File: src/rtl/srwp_pkg.sv
package srwp_pkg;

    localparam int BYTE_W   = 8;
    localparam int BIT_PEN  = 7;
    localparam int BIT_BPH  = 3;
    localparam int BIT_BPL  = 2;
    localparam int BIT_WEL  = 1;
    localparam int BIT_BUSY = 0;

    typedef struct packed {
        logic       pen;
        logic [1:0] bp;
    } nv_fields_t;

    typedef struct packed {
        logic       active;
        logic       have_data;
        logic       pin_low;
        nv_fields_t pend;
    } seq_state_t;

    typedef enum logic {
        WC_IDLE = 1'b0,
        WC_RUN  = 1'b1
    } wc_state_e;

    function automatic nv_fields_t nv_from_byte(input logic [BYTE_W-1:0] b);
        nv_fields_t f;
        f.pen = b[BIT_PEN];
        f.bp  = b[BIT_BPH:BIT_BPL];
        return f;
    endfunction

    function automatic logic [BYTE_W-1:0] pack_status(input nv_fields_t f,
                                                      input logic wel,
                                                      input logic bsy);
        logic [BYTE_W-1:0] s;
        s                   = '0;
        s[BIT_PEN]          = f.pen;
        s[BIT_BPH:BIT_BPL]  = f.bp;
        s[BIT_WEL]          = wel;
        s[BIT_BUSY]         = bsy;
        return s;
    endfunction

endpackage

File: src/rtl/srwp_seq_track.sv
module srwp_seq_track
    import srwp_pkg::*;
(
    input  logic              clk,
    input  logic              rst,
    input  logic              cs_n,
    input  logic              wp_n,
    input  logic              wrsr_cmd,
    input  logic              byte_valid,
    input  logic [BYTE_W-1:0] byte_data,
    input  logic              busy,
    output logic              cs_rise,
    output logic              pin_low_seen,
    output seq_state_t        seq
);

    logic cs_q;
    logic sel;

    assign sel          = ~cs_n;
    assign cs_rise      = ~cs_q & cs_n;
    assign pin_low_seen = seq.pin_low | ~wp_n;

    always_ff @(posedge clk) begin
        if (rst) begin
            cs_q <= 1'b1;
            seq  <= '0;
        end else begin
            cs_q <= cs_n;
            if (cs_rise) begin
                seq <= '0;
            end else if (sel && !busy) begin
                if (wrsr_cmd && !seq.active) begin
                    seq.active    <= 1'b1;
                    seq.have_data <= 1'b0;
                    seq.pin_low   <= ~wp_n;
                end else if (seq.active) begin
                    seq.pin_low <= seq.pin_low | ~wp_n;
                    if (byte_valid && !seq.have_data) begin
                        seq.have_data <= 1'b1;
                        seq.pend      <= nv_from_byte(byte_data);
                    end
                end
            end
        end
    end

    // a sequence cannot survive two cycles of deselect
    p_no_seq_when_deselected_r9: assert property (@(posedge clk) disable iff (rst)
        (cs_n && $past(cs_n)) |-> !seq.active);

    // the captured byte is held once data has arrived
    p_first_byte_held_r10: assert property (@(posedge clk) disable iff (rst)
        ($past(seq.have_data) && seq.have_data) |-> $stable(seq.pend));

endmodule

File: src/rtl/srwp_wr_timer.sv
module srwp_wr_timer
    import srwp_pkg::*;
#(
    parameter int CYCLES = 16
) (
    input  logic clk,
    input  logic rst,
    input  logic start,
    output logic busy,
    output logic done
);

    localparam int CW = $clog2(CYCLES + 1);

    wc_state_e      st;
    logic [CW-1:0]  cnt;

    always_ff @(posedge clk) begin
        if (rst) begin
            st  <= WC_IDLE;
            cnt <= '0;
        end else begin
            case (st)
                WC_IDLE: begin
                    if (start) begin
                        st  <= WC_RUN;
                        cnt <= CW'(CYCLES - 1);
                    end
                end
                WC_RUN: begin
                    if (cnt == '0) begin
                        st <= WC_IDLE;
                    end else begin
                        cnt <= cnt - 1'b1;
                    end
                end
                default: st <= WC_IDLE;
            endcase
        end
    end

    assign busy = (st == WC_RUN);
    assign done = (st == WC_RUN) && (cnt == '0);

    // counter never exceeds the programmed length while running
    p_count_bounded_r3: assert property (@(posedge clk) disable iff (rst)
        busy |-> (cnt < CW'(CYCLES)));

    // a cycle ends only after the count has run out
    p_end_after_zero_r3: assert property (@(posedge clk) disable iff (rst)
        $fell(busy) |-> ($past(cnt) == '0));

endmodule

File: src/rtl/srwp_ctrl.sv
module srwp_ctrl
    import srwp_pkg::*;
#(
    parameter int WR_CYCLES = 16
) (
    input  logic              clk,
    input  logic              rst,
    input  logic              cs_n,
    input  logic              wp_n,
    input  logic              wren_cmd,
    input  logic              wrsr_cmd,
    input  logic              byte_valid,
    input  logic [BYTE_W-1:0] byte_data,
    input  logic              byte_whole,
    output logic [BYTE_W-1:0] status,
    output logic              busy
);

    seq_state_t seq;
    nv_fields_t nv_q;
    nv_fields_t nv_next;
    logic       wel_q;
    logic       cs_rise;
    logic       pin_low_seen;
    logic       guarded;
    logic       start;
    logic       done;

    srwp_seq_track u_seq (
        .clk          (clk),
        .rst          (rst),
        .cs_n         (cs_n),
        .wp_n         (wp_n),
        .wrsr_cmd     (wrsr_cmd),
        .byte_valid   (byte_valid),
        .byte_data    (byte_data),
        .busy         (busy),
        .cs_rise      (cs_rise),
        .pin_low_seen (pin_low_seen),
        .seq          (seq)
    );

    srwp_wr_timer #(.CYCLES(WR_CYCLES)) u_tmr (
        .clk   (clk),
        .rst   (rst),
        .start (start),
        .busy  (busy),
        .done  (done)
    );

    // Pin only matters when the protection-enable bit is set
    assign guarded = nv_q.pen & pin_low_seen;

    always_comb begin
        start = cs_rise && seq.active && seq.have_data && wel_q
                && byte_whole && !busy && !guarded;
    end

    always_ff @(posedge clk) begin
        if (rst) begin
            wel_q   <= 1'b0;
            nv_q    <= '0;
            nv_next <= '0;
        end else begin
            if (start) begin
                nv_next <= seq.pend;
            end
            if (done) begin
                nv_q  <= nv_next;
                wel_q <= 1'b0;
            end else if (wren_cmd && !cs_n && !busy) begin
                wel_q <= 1'b1;
            end
        end
    end

    assign status = pack_status(nv_q, wel_q, busy);

    // a cycle begins only with the latch set
    p_start_needs_wel_r6: assert property (@(posedge clk) disable iff (rst)
        $rose(busy) |-> $past(status[BIT_WEL]));

    // a cycle never begins with protection active and the pin low at the rise
    p_protect_blocks_r4: assert property (@(posedge clk) disable iff (rst)
        $rose(busy) |-> !($past(status[BIT_PEN]) && !$past(wp_n)));

    // a cycle begins only on a cycle where the select line is high
    p_start_on_rise_r9: assert property (@(posedge clk) disable iff (rst)
        $rose(busy) |-> $past(cs_n));

    // nonvolatile fields move only as a cycle ends
    p_nv_only_at_end_r7: assert property (@(posedge clk) disable iff (rst)
        !$fell(busy) |-> ($stable(status[BIT_PEN]) && $stable(status[BIT_BPH:BIT_BPL])));

    // latch is clear once a cycle has ended
    p_wel_clear_at_end_r3: assert property (@(posedge clk) disable iff (rst)
        $fell(busy) |-> !status[BIT_WEL]);

endmodule

File: config.mk
export PLATFORM = sky130hd
export DESIGN_NAME = srwp_ctrl
export DESIGN_NICKNAME = d
export VERILOG_FILES = /design/src/rtl/srwp_pkg.sv /design/src/rtl/srwp_seq_track.sv /design/src/rtl/srwp_wr_timer.sv /design/src/rtl/srwp_ctrl.sv
export SDC_FILE = /design/constraint.sdc
export NUM_CORES = 1
export LEC_CHECK = 0
export BUFFER_PORTS_ARGS = -buffer_cell sky130_fd_sc_hd__buf_2
export CAP_MARGIN = 20
export CORE_MARGIN = 3
export CORE_UTILIZATION = 30
export DETAILED_ROUTE_END_ITERATION = 10
export PLACE_DENSITY_LB_ADDON = 0.1
export REMOVE_ABC_BUFFERS = 1
export SLEW_MARGIN = 10
export SYNTH_ARGS = -nofsm -noshare
export SYNTH_HDL_FRONTEND = slang
export SYNTH_SLANG_ARGS = --single-unit
File: constraint.sdc
create_clock -name clk -period 2.1 [get_ports clk]
set_input_delay 0.42 -clock clk [delete_from_list [all_inputs] [get_ports clk]]
set_output_delay 0.42 -clock clk [all_outputs]
set_load 0.1 [all_outputs]
==> Word level (Yosys, flattened, before mapping) <==
Cells that the tools add are included.
{ "totals": {"register_bits": 20, "in_bits": 16, "output_inout_bits": 9, "elab_cells": 61} }
{ "classes": {"n_addsub": 1, "n_eq_ne": 2, "n_mux": 10, "bitwise": 8, "n_reduce_logical": 27} }
{ "ops": {"columns": ["cell", "n"], "rows": [
  ["5-bit 2-to-1 mux", 3],
  ["1-bit logical AND", 12],
  ["5-bit case mux with 2 select lines", 1],
  ["2-bit AND reduction", 3],
  ["1-bit zero test", 5],
  ["5-bit zero test", 1],
  ["1-bit NOT", 5],
  ["5-bit by 1-bit subtractor with 5-bit output, second input constant", 1],
  ["2-bit inequality test, second input constant", 2],
  ["4-bit AND reduction", 1],
  ["2-bit nonzero test", 2],
  ["2-bit OR reduction", 2],
  ["1-bit 2-to-1 mux", 3],
  ["3-bit 2-to-1 mux", 1],
  ["3-bit AND reduction", 1],
  ["1-bit AND", 2],
  ["2-bit 2-to-1 mux", 1],
  ["1-bit case mux with 2 select lines", 1],
  ["1-bit bitwise OR", 1]
]} }

==> Logic depth before layout (Yosys ltp) <==
{ "depth": {"depth_word": 10, "mapped_depth": 6, "depth_no_buf": 6} }

==> Hierarchy <==
Synthesis repeated with hierarchy kept, for this count alone.
{ "hier_totals": {"hier_cells": 99, "hier_area_um2": 968.4} }
{ "modules_own_cells": {"columns": ["module", "instances", "cells_per_inst", "area_per_inst_um2", "seq_area_each_um2"], "rows": [
  ["srwp_ctrl", 1, 35, 357.8, 140.1],
  ["srwp_seq_track", 1, 36, 340.3, 140.1],
  ["srwp_wr_timer", 1, 28, 270.3, 120.1]
]} }

==> Least setup slack after synthesis <==
OpenSTA, ideal clock, no wires.
{ "synth_path": {"path_type": "register to register", "from": "register u_tmr.st (netlist: u_tmr.busy)", "to": "register u_tmr.cnt[3]", "setup_ns": 0.121, "arrival_time_ns": 2.071, "required_time_ns": 1.979, "setup_slack_ns": -0.092, "stages_incl_launch_ff": 6, "path_buffers": 1, "period_less_slack_ns": 2.192, "cell_sequence": "dfxtp_1 > buf_6 > nand3b_4 > a2111oi_4 > or2_4 > mux2_4"} }
{ "synth_between": {"elab_chain_cells": 5, "elab_cells_between_ends": 8, "classes_between": "eq/ne: 2; mux: 1; bitwise: 1; reduce/logical: 4"} }
{ "synth_lines": {"columns": ["item", "line_no", "rtl"], "rows": [
  ["start, declared", "srwp_wr_timer.sv:15", "wc_state_e st;"],
  ["start signal, assigned", "srwp_wr_timer.sv:20", "st <= WC_IDLE;"],
  ["start signal, assigned", "srwp_wr_timer.sv:26", "st <= WC_RUN;"],
  ["start signal, assigned", "srwp_wr_timer.sv:32", "st <= WC_IDLE;"],
  ["1-bit zero test", "srwp_ctrl.sv:56", "&& byte_whole && !busy && !guarded;"],
  ["1-bit logical AND (2 in a row)", "srwp_ctrl.sv:56", null],
  ["2-bit inequality test (no line)", null, null],
  ["2-bit AND reduction (no line)", null, null],
  ["end signal, assigned", "srwp_wr_timer.sv:27", "cnt <= CW'(CYCLES - 1);"],
  ["end signal, assigned", "srwp_wr_timer.sv:34", "cnt <= cnt - 1'b1;"],
  ["end, declared", "srwp_wr_timer.sv:16", "logic [CW-1:0] cnt;"]
]} }
Parallel ways exist; a longest one is shown, timed or not.
A chain may end at the register's enable or synchronous reset.

==> Final worst setup path <==
{ "layout_path": {"from": "register u_tmr.cnt[0]", "to": "register u_tmr.cnt[3]"} }
{ "layout_between": {"elab_chain_cells": 3, "elab_cells_between_ends": 6, "classes_between": "add/sub: 1; eq/ne: 1; mux: 2; reduce/logical: 2"} }
{ "layout_lines": {"columns": ["item", "line_no"], "rows": [
  ["5-bit by 1-bit subtractor with 5-bit output or 5-bit zero test (tied branches)", "srwp_wr_timer.sv:34, srwp_wr_timer.sv:31"],
  ["5-bit 2-to-1 mux or 2-bit inequality test (tied branches)", null],
  ["5-bit case mux with 2 select lines or 2-bit AND reduction (tied branches)", null]
]} }
Parallel ways exist; a longest one is shown, timed or not. The select of a mux whose other input is x is not followed.

==> flow_summary.json <==
{
  "clk_path_buf_depth": 2,
  "die-area_um2": 3747,
  "cts-hold-fix-buffers": 0,
  "drv_cap": 0,
  "fmax_mhz": 577.9,
  "synthToLayoutAreaGrowth_pct": 15.05,
  "start_util_pct": 32.33,
  "hold_path.class": "input pin to flop",
  "arrival_ps": 1930,
  "comb_power_share_pct": 9.4,
  "seq_power_share_pct": 49.8,
  "leakage_nw": 0.4799,
  "drv_slew": 0,
  "swShare_pct": 23.73,
  "wl_met3_um": 92,
  "p_per_area_nw_per_um2": 742.9,
  "yosysTopAreaCellShare_pct": 43.78,
  "drt-initial-drc-count": 33,
  "yosysWarnings": 0,
  "critPathSlowestCell": "dfxtp_1",
  "cts.root.buffer_cell": "clkbuf_4",
  "ir_drop_v": 0.0003037,
  "yosysUniqueCellTypes": 31,
  "viasPerCell": 4.650,
  "fin_total_pwr_uw": 781.8,
  "drcViolationCount": 0,
  "routed-via-count": 651,
  "grt_pass1_wl_um": 2697,
  "die_w_um": 61.22,
  "grt_util_all_layers_pct": 9.832,
  "drive_above_1_share_pct": 25.69,
  "crit_type": "flop to flop",
  "yosys.cell_count.top_type": "dfxtp_1",
  "setup_violations": 0,
  "top_layer": "met4",
  "cp_slowest_stage_delay_ps": 350,
  "crit_family": "simple AND/OR/NAND/NOR gates",
  "clkLatencyLatePin_ps": 300,
  "ant_nets": 0,
  "crit_required_ps": 2300,
  "drt_wl_total_um": 1611,
  "path_max_fanout": 5,
  "dp_hpwl_um": 1253,
  "post_cts_buffers": 0,
  "antenna_found_initial": 0,
  "tns_ps": 0,
  "startpoint_type": "flop",
  "core-area_um2": 2829,
  "fillers": 297,
  "num-nets-final": 127,
  "grt_pass1_vias": 609,
  "cts.clk_slew.worst_paths_ps": 130,
  "run_status": "finished clean",
  "antenna_cells": 0,
  "ys_seq_area_share_pct": 43.78,
  "multi_input_area_um2": 457.9,
  "wl_per_cell_um": 11.51,
  "wl_met2_um": 686,
  "hold_viol": 0,
  "power_switching_uw": 185.5,
  "cts_tree": "yes",
  "fp-row-count": 19,
  "grt.overflow.total": 0,
  "die_y_um": 61.22,
  "rsz0062_at_grt": "no",
  "cts_made_buffers": 3,
  "synth-async-reset-ratio_pct": 0,
  "synth_ff_type": "dfxtp_1",
  "clkPwrFrac_pct": 40.8,
  "layout_worst_path_cycle_share_pct": 82.40,
  "io_buffers": 16,
  "htree_levels": 1,
  "grt_max_degree": 18,
  "path_cells": "inv_1, ha_1, nor4b_2, nor2b_1, or2_4, mux2_4",
  "ys_ff_latch": 20,
  "syn-cell-area_um2": 914.6,
  "synth_area_per_cell_um2": 9.835,
  "ios": 25,
  "drtPass1Iterations": 2,
  "cts_sinks": 20,
  "final_util_pct": 37.20,
  "yosysTopAreaCell": "dfxtp_1",
  "p_int_uw": 596.2,
  "synth_cells": 93,
  "hold_slack_ps": 336.1,
  "synth.area.top_cells": "dfxtp_1 44%, mux2i_1 9.8%, nor2_1 6.2%, buf_4 4.1%, a21oi_1 3.3%",
  "register_area_um2": 400.4,
  "fin_worst_skew_ps": 10.30,
  "synth-edff-count": 0,
  "endpoint_kind": "flop",
  "gp_congestion": 0.6625,
  "fin_crit_ps": 1730,
  "synthTopCellsByCount": "20 x dfxtp_1, 15 x nor2_1, 9 x mux2i_1",
  "wl_met1_um": 813,
  "critPathBufInv": 1,
  "cts_resized": 0
}
final cells by class:
cell class / count / area share [%]
clock inverter: 1 / 2.854
clock buffer: 3 / 2.140
sequential: 20 / 38.05
multi-input combinational: 65 / 43.52
tap: 31 / 3.686
timing repair buffer: 18 / 9.037
inverter: 2 / 0.7134
worst reg2reg max path, cell delays in order (launching register included):
cell and delay [ps]:
dfxtp_1 350, inv_1 60, ha_1 190, nor4b_2 310, nor2b_1 130, or2_4 300
mux2_4 290
cells in the final DEF (no fill, tap or decap), types with 6 or more instances in the layout:
master,n
buf_2,16
nor2_1,15
dfxtp_1,20
a21oi_1,6
mux2i_1,9
sequential cells by signal, indices dropped and copies added, names as in the netlist:
name	cells
status	3
u_tmr.busy	1
u_seq.cs_q	1
nv_next	3
u_seq.seq	6
wel_q	1
u_tmr.cnt	5
logic make-up (layout without fill, tap and decap cells):
| group | count (synthesis) | count (layout) | synth area share (%) |
|---|---|---|---|
| other | 1 | 3 | 0.4100 |
| xor gates and xnor gates | 2 | 2 | 1.916 |
| AOI/OAI and AO/OA | 15 | 15 | 12.45 |
| adders and majority gates | 1 | 1 | 1.368 |
| muxes | 10 | 10 | 11.49 |
| and+or+nand+nor | 34 | 34 | 21.61 |
| buffers and inverters | 10 | 24 | 6.978 |
| DFF | 20 | 20 | 43.78 |
routing by layer:
layer,vias to the layer above,GRT usage (%)
li1,345,-
met1,291,13.21
met2,13,14.20
met3,2,2.516
met4,0,5.573
met5,-,0
worst paths after layout:
kind / startpoint / end / slack [ps] / depth (start not counted)
setup / recovery: u_tmr.cnt[0] / u_tmr.cnt[3] / 370 / 6
hold / removal: byte_data[7] / u_seq.seq[2] / 340 / 3
setup reg to reg: u_tmr.cnt[0] / u_tmr.cnt[3] / 370 / 6
hold reg to reg: u_tmr.cnt[4] / u_tmr.cnt[4] / 500 / 1
power by group through the flow:
stage	clock [mW]	combinational (mW)	sequential [mW]
6_report	0.319	0.0734	0.389
5_1_grt	0.351	0.0799	0.391
4_1_cts	0.333	0.0742	0.390
3_5_place_dp	0	0.0740	0.398
3_3_place_gp	0	0.0733	0.398
2_1_floorplan	0	0.0442	0.406
stage by stage:
stage | area [µm²] | cells | worst slack, ps
3_5_place_dp | 999.7 | 136 | 368.4
2_1_floorplan | 865.8 | 87 | -816.5
5_1_grt | 1052 | 140 | 233.5
3_3_place_gp | 999.7 | 136 | 379.8
6_report | 1052 | 140 | 369.7
4_1_cts | 1052 | 140 | 354.8
Power figures use the tool's default switching activity.
